## src/rtl/wdog_supervisor.sv

```systemverilog
module wdog_supervisor #(
  parameter int SCALE        = 2000,
  parameter int POR_UNITS    = 50,
  parameter int WIN_UNITS    = 50,
  parameter int PULSE_UNITS  = 1,
  parameter int KICK_MIN_LOW = 4
) (
  input  logic clk,
  input  logic rst_n,
  input  logic supply_ok,
  input  logic wd_en,
  input  logic kick,
  output logic rst_hi,
  output logic rst_lo
);
  localparam int POR_CYC   = POR_UNITS * SCALE;
  localparam int WIN_CYC   = WIN_UNITS * SCALE;
  localparam int PULSE_CYC = PULSE_UNITS * SCALE;
  localparam int MAX_CYC   = (POR_CYC > WIN_CYC) ? POR_CYC : WIN_CYC;
  localparam int CW        = $clog2(MAX_CYC + 1);
  localparam int LW        = $clog2(KICK_MIN_LOW + 1);
  localparam logic [CW-1:0] POR_LAST   = CW'(POR_CYC - 1);
  localparam logic [CW-1:0] WIN_LAST   = CW'(WIN_CYC - 1);
  localparam logic [CW-1:0] PULSE_LAST = CW'(PULSE_CYC - 1);
  localparam logic [LW-1:0] LOW_LAST   = LW'(KICK_MIN_LOW - 1);
  localparam logic [LW-1:0] LOW_SAT    = LW'(KICK_MIN_LOW);

  typedef enum logic [1:0] {POR_HOLD, MONITOR, WDT_PULSE} state_t;

  state_t          state;
  logic [CW-1:0]   cnt;
  logic [1:0]      ksync;
  logic [LW-1:0]   low_run;
  logic            kick_evt;

  always_ff @(posedge clk) begin
    if (!rst_n) ksync <= 2'b11;
    else        ksync <= {ksync[0], kick};
  end

  always_ff @(posedge clk) begin
    if (!rst_n || ksync[1])   low_run <= '0;
    else if (low_run != LOW_SAT) low_run <= low_run + 1'b1;
  end

  assign kick_evt = !ksync[1] && (low_run == LOW_LAST);

  always_ff @(posedge clk) begin
    if (!rst_n || !supply_ok) begin
      state <= POR_HOLD;
      cnt   <= '0;
    end else begin
      case (state)
        POR_HOLD:
          if (cnt == POR_LAST) begin
            state <= MONITOR;
            cnt   <= '0;
          end else cnt <= cnt + 1'b1;
        MONITOR:
          if (!wd_en || kick_evt) cnt <= '0;
          else if (cnt == WIN_LAST) begin
            state <= WDT_PULSE;
            cnt   <= '0;
          end else cnt <= cnt + 1'b1;
        WDT_PULSE:
          if (cnt == PULSE_LAST) begin
            state <= MONITOR;
            cnt   <= '0;
          end else cnt <= cnt + 1'b1;
        default: begin
          state <= POR_HOLD;
          cnt   <= '0;
        end
      endcase
    end
  end

  assign rst_hi = (state != MONITOR) || !supply_ok;
  assign rst_lo = !rst_hi;
endmodule

```

## config.mk

```make
export PLATFORM = sky130hd
export DESIGN_NAME = wdog_supervisor
export DESIGN_NICKNAME = d
export VERILOG_FILES = /design/src/rtl/wdog_supervisor.sv
export SDC_FILE = /design/constraint.sdc
export NUM_CORES = 1
export LEC_CHECK = 0
export ABC_AREA = 1
export BUFFER_PORTS_ARGS = -buffer_cell sky130_fd_sc_hd__buf_2
export CAP_MARGIN = 40
export CORE_MARGIN = 1.5
export CORE_UTILIZATION = 44
export DETAILED_ROUTE_END_ITERATION = 8
export GPL_TIMING_DRIVEN = 0
export RECOVER_POWER = 100
export SLEW_MARGIN = 25
export SYNTH_ARGS = -nofsm -noshare
export SYNTH_HDL_FRONTEND = slang
export SYNTH_SLANG_ARGS = --single-unit
```

## constraint.sdc

```tcl
create_clock -name clk -period 1.45 [get_ports clk]
set_input_delay 0.2175 -clock clk [delete_from_list [all_inputs] [get_ports clk]]
set_output_delay 0.2175 -clock clk [all_outputs]
set_load 0.02 [all_outputs]
```

==> impl_metrics.csv <==
group,metric,value,unit
status,status,"finished clean",
setup_path,cp_slowest_cell,"dfxtp_2",
grt,grt_pass1_vias,1060,
logic_synthesis,seq_area_frac_synth,37.4,%
setup_path,cp.required,1670,ps
clocking,htree_levels,1,
timing,skew,10.7,ps
routing,wirelength,2.76,mm
finish,drive_gt1_share,31.1,%
setup_path,endpoint_kind,"register",
grt,grt_max_degree,15,
routing,drc_errors,0,
floorplan,die_area,3250,um2
job,max_cap_violations,0,
setup_path,slowest_delay,390,ps
finish,postLayoutCoreUtil,61.0,%
hold_path,hold_path_class,"in2reg",
timing,period_share,97.1,%
finish,diodes,0,
logic_synthesis,synth-edff-count,0,
setup_path,worstPathCellList,"ha_4 > nand2_4 > nor2_4 > nand3b_1 > nand2_1 > nand2_2 > nand2_4 > clkbuf_16 > nor2_1",
routing,num_vias,1202,
clocking,cts_tree,"yes",
logic_synthesis,synth_cells,196,
placed_design,port_buffers,6,
logic_synthesis,post-synth-top-count-cell,"nand2_1",
pwr,power,1.21,mW
timing,maxSlewHeadroom,82.6,%
setup_path,worst-path-buf-inv,1,
grt,antenna_found_initial,0,
timing,period_needed,1410,ps
routing,drt_first_iter_violations,50,
finish,layout.cells.non_filler,250,
logic_synthesis,yosysTopAreaCell,"dfxtp_1",
timing,worstMarginPinSlew,260,ps
floorplan,die_width,57.0,um
placed_design,placed_cells,233,
clocking,clock_sinks,24,
setup_path,path_delay_family,"simple AND/OR/NAND/NOR gates",
routing,avgRoutedWirePerCell,11.1,um
timing,hold_viol_final,0,
timing,maxSlewViolCount,0,
floorplan,dieHeight,57.0,um
clocking,cts_buffer_depth,2,
logic_synthesis,netlist_area,1280,um2
logic_synthesis,synth_ff_type,"dfxtp_1",
clocking,numCtsBuffers,3,
clocking,cts-root-buf,"clkbuf_4",
clocking,clock_latency,320,ps
logic_synthesis,synth.top_cell.area_share,37.4,%
timing,fmax,710,MHz
grt,grt_pass1_wl,4.37,mm
setup_path,worstSetupPathType,"reg2reg",
logic_synthesis,synth_common_cells,"51 x nand2_1, 40 x nor2_1, 32 x inv_1",
finish,area_growth,30.9,%
floorplan,core_area,2760,um2
logic_synthesis,ys_types,18,
placed_design,dpl.hpwl,1.91,mm
pwr,p_leak,0.717,nW
routing,viasPerCell,4.81,
floorplan,start_util,46.6,%
clocking,clkTransAtPathRegs,140,ps
logic_synthesis,avgSynthCellArea,6.56,um2
logic_synthesis,async_flop_share,0,%
grt,gr-total-overflow,0,
setup_path,path_common_cell,"nand2_4",
finish,nFillCells,248,
finish,fin_nets,229,
logic_synthesis,yosys-top-cells-area,"dfxtp_1 37%, nand2_1 15%, nor2_1 12%, inv_1 9.3%, xor2_1 6.8%",
routing,antenna_left,0,
logic_synthesis,ys_seq_elements,24,
floorplan,num_rows,19,
logic_synthesis,syn-num-nets,205,
grt,grtUsageTotal,17.0,%
floorplan,pin_count,7,
placed_design,place.gp.congestion,0.823,
timing,setup_viol_count_final,0,
pwr,max-vdd-ir-drop,0.633,mV
timing,rsz0062_at_grt,"true",
routing,drt-pass1-iter-count,4,
pwr,p_per_area,721,nW/um2
setup_path,crit_arrival,1630,ps
logic_synthesis,yosys_warnings,0,
setup_path,crit_path_max_fanout,5,
setup_path,cp-start-kind,"register",
-- layout by cell type, fill, tap and decap left out, types with 5 or more instances in the layout --
cell type  instances
nand2_1           45
inv_1             32
nor2_1            29
dfxtp_2           13
buf_4             13
xor2_1            10
nor2_2             9
nand3_1            9
dfxtp_1            9
nand2_2            6
buf_2              5
-- final timing paths --
check | start | end | slack, ps | cells after the start
setup reg to reg | cnt[0]$_SDFF_PP0_ | cnt[12]$_SDFF_PP0_ | 40 | 9
hold / removal | kick | ksync[0]$_SDFF_PN1_ | 60 | 3
hold reg to reg | ksync[0]$_SDFF_PN1_ | ksync[1]$_SDFF_PN1_ | 430 | 2
setup / recovery | cnt[0]$_SDFF_PP0_ | cnt[12]$_SDFF_PP0_ | 40 | 9
-- layout make-up --
cell class | count | area (um2) | area share [%]
tap | 31 | 38.8 | 2.31
buffer | 1 | 15.0 | 0.893
clock buffer | 3 | 22.5 | 1.34
inverter | 32 | 120 | 7.14
sequential | 24 | 504 | 30.0
timing repair buffer | 19 | 148 | 8.78
clock inverter | 1 | 30.0 | 1.79
multi-input combinational | 139 | 803 | 47.8
-- per-stage QoR --
| stage | setup WS (ps) | TNS [ps] | area [um2] | hold slack (ps) |
|---|---|---|---|---|
| 3_5_place_dp | -212 | -2620 | 1350 | 397 |
| 2_1_floorplan | 59.8 | 0 | 1280 | 286 |
| 5_1_grt | -41.6 | -249 | 1680 | 46.8 |
| 6_report | 42.1 | 0 | 1680 | 57.2 |
| 3_3_place_gp | -207 | -2530 | 1350 | 384 |
| 4_1_cts | 0.723 | 0 | 1460 | 51.1 |
-- logic make-up after synthesis --
family	share of synthesized area [%]
AO/OA/AOI/OAI	3.31
XOR/XNOR	7.50
adder cells (fa/ha/maj)	3.89
buffers and inverters	10.2
flip-flops	37.4
AND/OR/NAND/NOR	37.7
-- flip-flops by register name, indices dropped and copies added, names as in the netlist --
| register | count |
|---|---|
| ksync | 2 |
| cnt | 17 |
| state | 2 |
| low_run | 3 |
-- worst register-to-register path, cell delays in order, from the launching register on --
cell,delay [ps]
dfxtp_2,390
ha_4,150
nand2_4,70
nor2_4,130
nand3b_1,110
nand2_1,80
nand2_2,70
nand2_4,110
clkbuf_16,150
nor2_1,40
-- repair_timing --
action	CTS	global route
cloned	0	1
resized for setup	12	40
hold buffers	0	0
buffers inserted	4	8
endpoints found under the setup margin	20	18
pin swaps	3	13
-- report_power, final --
part	internal, mW	switching (mW)	leakage (nW)	total [mW]
combinational	0.0310	0.0310	0.487	0.0620
sequential	0.663	0.00469	0.202	0.667
clock	0.279	0.203	0.0279	0.483
total	0.973	0.239	0.717	1.21
-- routing by layer --
| metal | up-vias | global-route usage [%] | part of all wire, % |
|---|---|---|---|
| li1 | 642 | - | - |
| met1 | 526 | 22.0 | 43 |
| met2 | 32 | 28.4 | 51 |
| met3 | 2 | 2.72 | 5.2 |
| met4 | 0 | 6.98 | 0.83 |
| met5 | - | 0 | 0 |
No activity file was read; power rests on OpenSTA's default activity.
